File: config.mk
export PLATFORM = sky130hd
export DESIGN_NAME = sram_async_ctrl
export DESIGN_NICKNAME = d
export VERILOG_FILES = /design/src/rtl/sac_pkg.sv /design/src/rtl/sac_wait_cnt.sv /design/src/rtl/sac_seq.sv /design/src/rtl/sac_pins.sv /design/src/rtl/sram_async_ctrl.sv
export SDC_FILE = /design/constraint.sdc
export NUM_CORES = 1
export LEC_CHECK = 0
export ABC_AREA = 1
export ABC_CLOCK_PERIOD_IN_PS = 1600
export BUFFER_PORTS_ARGS = -buffer_cell sky130_fd_sc_hd__buf_4
export CORE_UTILIZATION = 44
export CTS_CLUSTER_DIAMETER = 60
export DETAILED_ROUTE_END_ITERATION = 10
export PLACE_DENSITY = 0.82
export SLEW_MARGIN = 20
export SYNTH_ARGS = -nofsm -noshare
export SYNTH_HDL_FRONTEND = slang
export SYNTH_HIERARCHICAL = 1
export SYNTH_SLANG_ARGS = --single-unit
export TNS_END_PERCENT = 5
File: constraint.sdc
create_clock -name clk -period 1.6 [get_ports clk]
set_input_delay 0.24 -clock clk [delete_from_list [all_inputs] [get_ports clk]]
set_output_delay 0.24 -clock clk [all_outputs]
set_load 0.01 [all_outputs]
File: src/rtl/sac_pkg.sv
package sac_pkg;

   typedef enum logic [2:0] {
      ST_IDLE = 3'd0,
      ST_TURN = 3'd1,
      ST_RD   = 3'd2,
      ST_WSET = 3'd3,
      ST_WPUL = 3'd4,
      ST_WHLD = 3'd5
   } sac_state_e;

   function automatic int sac_max3(input int a, input int b, input int c);
      int m;
      m = (a > b) ? a : b;
      return (m > c) ? m : c;
   endfunction

endpackage

File: src/rtl/sac_wait_cnt.sv
module sac_wait_cnt #(
   parameter int CW = 2
) (
   input  logic          clk,
   input  logic          rst_n,
   input  logic          load,
   input  logic [CW-1:0] load_val,
   output logic          done
);

   logic [CW-1:0] cnt_q;

   always_ff @(posedge clk or negedge rst_n) begin
      if (!rst_n)              cnt_q <= '0;
      else if (load)           cnt_q <= load_val;
      else if (cnt_q != '0)    cnt_q <= cnt_q - 1'b1;
   end

   assign done = (cnt_q == '0);

   // R4/R6 windows rely on the counter resting at zero until reloaded
   p_cnt_rest_r6: assert property (@(posedge clk) disable iff (!rst_n)
      (done && !load) |=> done);

endmodule

File: src/rtl/sac_seq.sv
module sac_seq
   import sac_pkg::*;
#(
   parameter int RD_WAIT  = 3,
   parameter int WR_PULSE = 2,
   parameter int TURN     = 1,
   parameter int CW       = 2
) (
   input  logic          clk,
   input  logic          rst_n,
   input  logic          req_valid,
   input  logic          req_write,
   input  logic          cnt_done,
   output sac_state_e    state_q,
   output sac_state_e    state_d,
   output logic          cnt_load,
   output logic [CW-1:0] cnt_val,
   output logic          accept,
   output logic          capture
);

   localparam logic [CW-1:0] RD_LD   = CW'(RD_WAIT - 1);
   localparam logic [CW-1:0] WR_LD   = CW'(WR_PULSE - 1);
   localparam logic [CW-1:0] TURN_LD = CW'(TURN - 1);

   logic dir_wr_q;

   always_comb begin
      state_d  = state_q;
      cnt_load = 1'b0;
      cnt_val  = '0;
      accept   = 1'b0;
      capture  = 1'b0;
      case (state_q)
         ST_IDLE: begin
            if (req_valid) begin
               accept = 1'b1;
               if (req_write != dir_wr_q) begin
                  state_d  = ST_TURN;
                  cnt_load = 1'b1;
                  cnt_val  = TURN_LD;
               end else if (req_write) begin
                  state_d = ST_WSET;
               end else begin
                  state_d  = ST_RD;
                  cnt_load = 1'b1;
                  cnt_val  = RD_LD;
               end
            end
         end
         ST_TURN: begin
            if (cnt_done) begin
               if (dir_wr_q) begin
                  state_d = ST_WSET;
               end else begin
                  state_d  = ST_RD;
                  cnt_load = 1'b1;
                  cnt_val  = RD_LD;
               end
            end
         end
         ST_RD: begin
            if (cnt_done) begin
               capture = 1'b1;
               state_d = ST_IDLE;
            end
         end
         ST_WSET: begin
            state_d  = ST_WPUL;
            cnt_load = 1'b1;
            cnt_val  = WR_LD;
         end
         ST_WPUL: begin
            if (cnt_done) state_d = ST_WHLD;
         end
         ST_WHLD: state_d = ST_IDLE;
         default: state_d = ST_IDLE;
      endcase
   end

   always_ff @(posedge clk or negedge rst_n) begin
      if (!rst_n) begin
         state_q  <= ST_IDLE;
         dir_wr_q <= 1'b0;
      end else begin
         state_q <= state_d;
         if (accept) dir_wr_q <= req_write;
      end
   end

endmodule

File: src/rtl/sac_pins.sv
module sac_pins
   import sac_pkg::*;
#(
   parameter int AW        = 13,
   parameter int DW        = 8,
   parameter bit PARK_ZERO = 1'b1
) (
   input  logic          clk,
   input  logic          rst_n,
   input  sac_state_e    state_d,
   input  logic          accept,
   input  logic          capture,
   input  logic [AW-1:0] req_addr,
   input  logic [DW-1:0] req_wdata,
   input  logic [DW-1:0] mem_dq_i,
   output logic [AW-1:0] mem_addr,
   output logic          mem_sel_n,
   output logic          mem_sel,
   output logic          mem_wr_n,
   output logic          mem_rd_n,
   output logic [DW-1:0] mem_dq_o,
   output logic          mem_dq_oe,
   output logic          rsp_valid,
   output logic [DW-1:0] rsp_rdata
);

   logic          sel_d, wr_d, rd_d, oe_d;
   logic [DW-1:0] wdata_q;

   always_comb begin
      sel_d = (state_d == ST_RD)   || (state_d == ST_WSET) ||
              (state_d == ST_WPUL) || (state_d == ST_WHLD);
      wr_d  = (state_d == ST_WPUL);
      rd_d  = (state_d == ST_RD);
      oe_d  = (state_d == ST_WSET) || (state_d == ST_WPUL) || (state_d == ST_WHLD);
   end

   always_ff @(posedge clk or negedge rst_n) begin
      if (!rst_n) begin
         mem_sel_n <= 1'b1;
         mem_sel   <= 1'b0;
         mem_wr_n  <= 1'b1;
         mem_rd_n  <= 1'b1;
         mem_dq_oe <= 1'b0;
         mem_addr  <= '0;
         wdata_q   <= '0;
         rsp_valid <= 1'b0;
         rsp_rdata <= '0;
      end else begin
         mem_sel_n <= !sel_d;
         mem_sel   <= sel_d;
         mem_wr_n  <= !wr_d;
         mem_rd_n  <= !rd_d;
         mem_dq_oe <= oe_d;
         if (accept) begin
            mem_addr <= req_addr;
            wdata_q  <= req_wdata;
         end
         rsp_valid <= capture;
         if (capture) rsp_rdata <= mem_dq_i;
      end
   end

   generate
      if (PARK_ZERO) begin : g_park
         assign mem_dq_o = mem_dq_oe ? wdata_q : '0;
      end else begin : g_hold
         assign mem_dq_o = wdata_q;
      end
   endgenerate

   p_wr_frame_r3: assert property (@(posedge clk) disable iff (!rst_n)
      !mem_wr_n |-> (!mem_sel_n && mem_sel && mem_rd_n && mem_dq_oe));

   p_wr_lead_r4: assert property (@(posedge clk) disable iff (!rst_n)
      $fell(mem_wr_n) |-> $past(!mem_sel_n && mem_sel && mem_dq_oe && mem_wr_n));

   p_wr_tail_r5: assert property (@(posedge clk) disable iff (!rst_n)
      $rose(mem_wr_n) |-> (!mem_sel_n && mem_sel && mem_dq_oe &&
                           $stable(mem_addr) && $stable(mem_dq_o)));

   p_wr_release_r5: assert property (@(posedge clk) disable iff (!rst_n)
      $rose(mem_wr_n) |=> (mem_sel_n && !mem_sel && !mem_dq_oe));

   p_rd_frame_r6: assert property (@(posedge clk) disable iff (!rst_n)
      !mem_rd_n |-> (!mem_sel_n && mem_sel && mem_wr_n));

   p_no_contention_r7: assert property (@(posedge clk) disable iff (!rst_n)
      mem_dq_oe |-> mem_rd_n);

endmodule

File: src/rtl/sram_async_ctrl.sv
module sram_async_ctrl
   import sac_pkg::*;
#(
   parameter int AW        = 13,
   parameter int DW        = 8,
   parameter int RD_WAIT   = 3,
   parameter int WR_PULSE  = 2,
   parameter int TURN      = 1,
   parameter bit PARK_ZERO = 1'b1
) (
   input  logic          clk,
   input  logic          rst_n,
   input  logic          req_valid,
   input  logic          req_write,
   input  logic [AW-1:0] req_addr,
   input  logic [DW-1:0] req_wdata,
   output logic          req_ready,
   output logic          rsp_valid,
   output logic [DW-1:0] rsp_rdata,
   output logic [AW-1:0] mem_addr,
   output logic          mem_sel_n,
   output logic          mem_sel,
   output logic          mem_wr_n,
   output logic          mem_rd_n,
   output logic [DW-1:0] mem_dq_o,
   input  logic [DW-1:0] mem_dq_i,
   output logic          mem_dq_oe
);

   localparam int MAXW = sac_max3(RD_WAIT, WR_PULSE, TURN);
   localparam int CW   = $clog2(MAXW) + 1;

   initial begin
      assert (AW >= 1)       else $error("AW must be at least 1");
      assert (DW >= 1)       else $error("DW must be at least 1");
      assert (RD_WAIT >= 1)  else $error("RD_WAIT must be at least 1");
      assert (WR_PULSE >= 1) else $error("WR_PULSE must be at least 1");
      assert (TURN >= 1)     else $error("TURN must be at least 1");
   end

   sac_state_e    state_q, state_d;
   logic          cnt_load, cnt_done, accept, capture;
   logic [CW-1:0] cnt_val;

   sac_seq #(
      .RD_WAIT (RD_WAIT),
      .WR_PULSE(WR_PULSE),
      .TURN    (TURN),
      .CW      (CW)
   ) u_seq (
      .clk      (clk),
      .rst_n    (rst_n),
      .req_valid(req_valid),
      .req_write(req_write),
      .cnt_done (cnt_done),
      .state_q  (state_q),
      .state_d  (state_d),
      .cnt_load (cnt_load),
      .cnt_val  (cnt_val),
      .accept   (accept),
      .capture  (capture)
   );

   sac_wait_cnt #(.CW(CW)) u_cnt (
      .clk     (clk),
      .rst_n   (rst_n),
      .load    (cnt_load),
      .load_val(cnt_val),
      .done    (cnt_done)
   );

   sac_pins #(
      .AW       (AW),
      .DW       (DW),
      .PARK_ZERO(PARK_ZERO)
   ) u_pins (
      .clk      (clk),
      .rst_n    (rst_n),
      .state_d  (state_d),
      .accept   (accept),
      .capture  (capture),
      .req_addr (req_addr),
      .req_wdata(req_wdata),
      .mem_dq_i (mem_dq_i),
      .mem_addr (mem_addr),
      .mem_sel_n(mem_sel_n),
      .mem_sel  (mem_sel),
      .mem_wr_n (mem_wr_n),
      .mem_rd_n (mem_rd_n),
      .mem_dq_o (mem_dq_o),
      .mem_dq_oe(mem_dq_oe),
      .rsp_valid(rsp_valid),
      .rsp_rdata(rsp_rdata)
   );

   assign req_ready = (state_q == ST_IDLE);

   p_idle_quiet_r2: assert property (@(posedge clk) disable iff (!rst_n)
      req_ready |-> (mem_sel_n && !mem_sel && mem_wr_n && mem_rd_n && !mem_dq_oe));

   p_rsp_pulse_r9: assert property (@(posedge clk) disable iff (!rst_n)
      rsp_valid |=> !rsp_valid);

   p_rsp_read_r9: assert property (@(posedge clk) disable iff (!rst_n)
      rsp_valid |-> $past(!mem_rd_n));

   p_turn_w2r_r10: assert property (@(posedge clk) disable iff (!rst_n)
      $fell(mem_rd_n) |-> $past(!mem_dq_oe));

   p_turn_r2w_r10: assert property (@(posedge clk) disable iff (!rst_n)
      $rose(mem_dq_oe) |-> $past(mem_rd_n));

   p_busy_addr_r12: assert property (@(posedge clk) disable iff (!rst_n)
      !req_ready |=> $stable(mem_addr));

endmodule

==> out/metrics.csv <==
stage,metric,value,unit
sta,FMAX,642,MHz
floorplan,num rows,23,
clocking,CTS tree,built,
sta,Final Hold Viols,0,
route,routed len/inst,12.0,microns
grt,vias in the first global route,1443,
grt,GRT overflow,0,
worst_hold_path,Min-Delay Path Class,in2reg,
sta,fin. max-slew vios,0,
floorplan,IO Pins,69,
synthesis,"Seq/Total Area, Yosys",54.6,%
power_and_ir_drop,power per cell area,1980,nW/um^2
sta,Setup TNS,0,ns
floorplan,Die H,68.3,microns
grt,initial antenna violation count,0,
floorplan,die width,68.3,microns
synthesis,Post-Syn Instances,243,
sta,RSZ-0062 raised after global routing,true,
sta,crit share post-route,97.4,%
finish,area growth from synthesis to layout,39.5,%
route,drt first pass iters,4,
power_and_ir_drop,"Power, Total",5.35,mW
grt,first-pass GRT wire length,5980,microns
route,drt initial violations,94,
clocking,Worst-Skew Late Latency,0.29,ns
synthesis,post-synth top area cell,dfrtp_1,
sta,clk_skew,0.0124,ns
synthesis,synth warn,6,
floorplan,Core ar.,4120,sq um
finish,fraction of layout cells with a size suffix above 1,33.6,%
worst_setup_path,crit-path max FO,8,
route,Via Count,1757,
worst_setup_path,kind of launch point of the worst setup path,register,
placed_design,I/O Buffers,68,
route,routed wire length,4470,microns
power_and_ir_drop,P_int,3.14,mW
power_and_ir_drop,Sw Pwr,2.21,mW
finish,filler cell count,337,
sta,Max transition margin,65.1,%
placed_design,Final HPWL DP,3050,microns
clocking,Clock Tree Buf Depth,2,
grt,global-route usage over all layers,17.6,%
power_and_ir_drop,Comb pwr share,50.2,%
run_status,status,"finished, final reports clean",
power_and_ir_drop,P_leak,1.49,nW
clocking,Root Buffer,clkbuf_8,
route,DRC Markers,0,
synthesis,count of different cell masters after synthesis,20,
placed_design,Final Wtd Congestion,0.912,
sta,fin crit period,1.56,ns
sta,worst-margin pin slew,0.523,ns
finish,nets,357,
finish,"non-filler cells, final",371,
synthesis,Avg Inst Size Synth,7.96,sq um
placed_design,Post-Place Cells,357,
clocking,clock slew at reported path FFs,0.09,ns
synthesis,mapped cell area,1930,sq um
synthesis,top-area cell type share of the netlist area,50.5,%
worst_setup_path,critical path arrival,1.80,ns
clocking,CTS Buf Count,5,
power_and_ir_drop,sequential share of power,36.4,%
finish,ant diodes,0,
power_and_ir_drop,maximum vdd ir drop,1190,uV
synthesis,largest cells by area after synthesis,"dfrtp_1, nand2_1, inv_1",
synthesis,"FF+latch count, synth",42,
floorplan,Starting Density,47.0,%
worst_setup_path,CP Class,reg2reg,
clocking,CTS Sinks,42,
worst_setup_path,critical path capture point type,register,
clocking,H-tree levels,2,
flow_run,max-cap violations,0,
synthesis,Syn Nets,280,
sta,WHS,0.151,ns
floorplan,die area,4660,sq um
sta,setup violators final,0,
route,Vias per Instance,4.74,
power_and_ir_drop,Switching Fraction,41.3,%
power_and_ir_drop,Clock power frac,13.4,%
route,post-route ant nets,0,
grt,largest net degree at the start of global routing,43,
worst_setup_path,CP Data Required Time,1.84,ns
## routing by layer
metal / GRT usage, % / part of all wire [%]
met2: 29.8 / 51
met3: 5.33 / 4.9
met1: 20.7 / 43
met5: 0 / 0
met4: 6.77 / 1.1
## cell families (layout without fill, tap and decap cells)
kind of cell / after synthesis / in the layout / synth area share (%)
fa+ha+maj: 4 / 4 / 2.59
compound gates: 35 / 35 / 9.06
simple gates: 97 / 97 / 20.5
buf+inv: 64 / 142 / 13.1
flops: 42 / 42 / 54.6
other cells: 1 / 1 / 0.194
## cell type report
| cell class | instances | area (sq um) | area share (%) |
|---|---|---|---|
| inverters | 57 | 214 | 7.93 |
| flip-flops and latches | 42 | 1050 | 39.1 |
| multi-input cells | 137 | 674 | 25.0 |
| repair buffers | 77 | 597 | 22.1 |
| well taps | 50 | 62.6 | 2.32 |
| clock inverters | 2 | 12.5 | 0.464 |
| clock buffers | 6 | 82.6 | 3.06 |
## path summary, 6_finish.rpt
path / startpoint / end / slack [ns] / cells past startpoint
worst min register to register: u_cnt/cnt_q[1] / u_cnt/cnt_q[1] / 0.50 / 2
worst max-delay path: u_cnt/cnt_q[0] / u_cnt/cnt_q[1] / 0.04 / 12
min in group asynchronous: rst_n / u_pins/wdata_q[3] / 0.49 / 2
worst max register to register: u_cnt/cnt_q[0] / u_cnt/cnt_q[1] / 0.04 / 12
max in group asynchronous: rst_n / u_pins/mem_rd_n / 0.74 / 2
worst min-delay path: req_addr[2] / u_pins/mem_addr[2] / 0.15 / 3
## worst max-delay path: stages (launching register included)
cell and delay [ns]:
dfrtp_1 0.40, inv_2 0.09, ha_4 0.14, inv_2 0.04, nor2_4 0.13, inv_2 0.06, nor2_2 0.12, o21ai_2 0.09
nand2_2 0.16, inv_1 0.06, nand2_1 0.09, nand2_1 0.06, nand2_1 0.06
## synthesized netlist by cell type, drive strengths merged
master / instances
clkinv: 1
conb: 1
inv: 56
ha: 4
nand3: 10
dfrtp: 39
clkbuf: 1
nand4: 2
a21oi: 1
buf: 6
dfstp: 3
nor2: 12
nand2: 73
o21ai: 34
## power by group through the flow
stage	sequential, mW	combinational, mW	clock, mW
floorplan	2.05	1.22	0
global placement	1.93	2.24	0
detailed placement	1.96	2.36	0
CTS	1.94	2.38	0.733
global route	2.00	2.99	0.772
finish	1.94	2.68	0.717
## state kept, by name, indices dropped and copies added, names as in the netlist, 3 cells and up
name and count:
u_pins/mem_addr 13, u_cnt/cnt_q 3, u_pins/rsp_rdata 8, u_pins/wdata_q 8, u_seq/state_q 3
## what timing repair did
item | in CTS | in global routing
resized for setup | 3 | 18
hold buffers | 1 | 0
hold endpoints to repair | 39 | 0
setup endpoints to repair | 5 | 8
setup buffers | 0 | 5
pin swaps | 1 | 9
## stage by stage
step	setup WS [ns]	cell area, sq um	utilization (%)
after floorplan	0.0613	1930	-
after global placement	0.0811	2500	60.8
after detailed placement	-0.0919	2500	60.8
after CTS	0.00824	2620	63.5
after global routing	-0.0682	2700	65.6
final	0.0412	2700	65.6
## cells in the final DEF (no fill, tap or decap), types with 4 or more instances in the layout
cell type  instances
clkbuf_8           6
inv_1             49
inv_2              7
nand2_1           69
buf_4             74
dfrtp_1           39
o21ai_1            5
nand3_1            7
nand2_2            4
nor2_1             7
o21ai_0           28
Power figures use the tool's default switching activity.
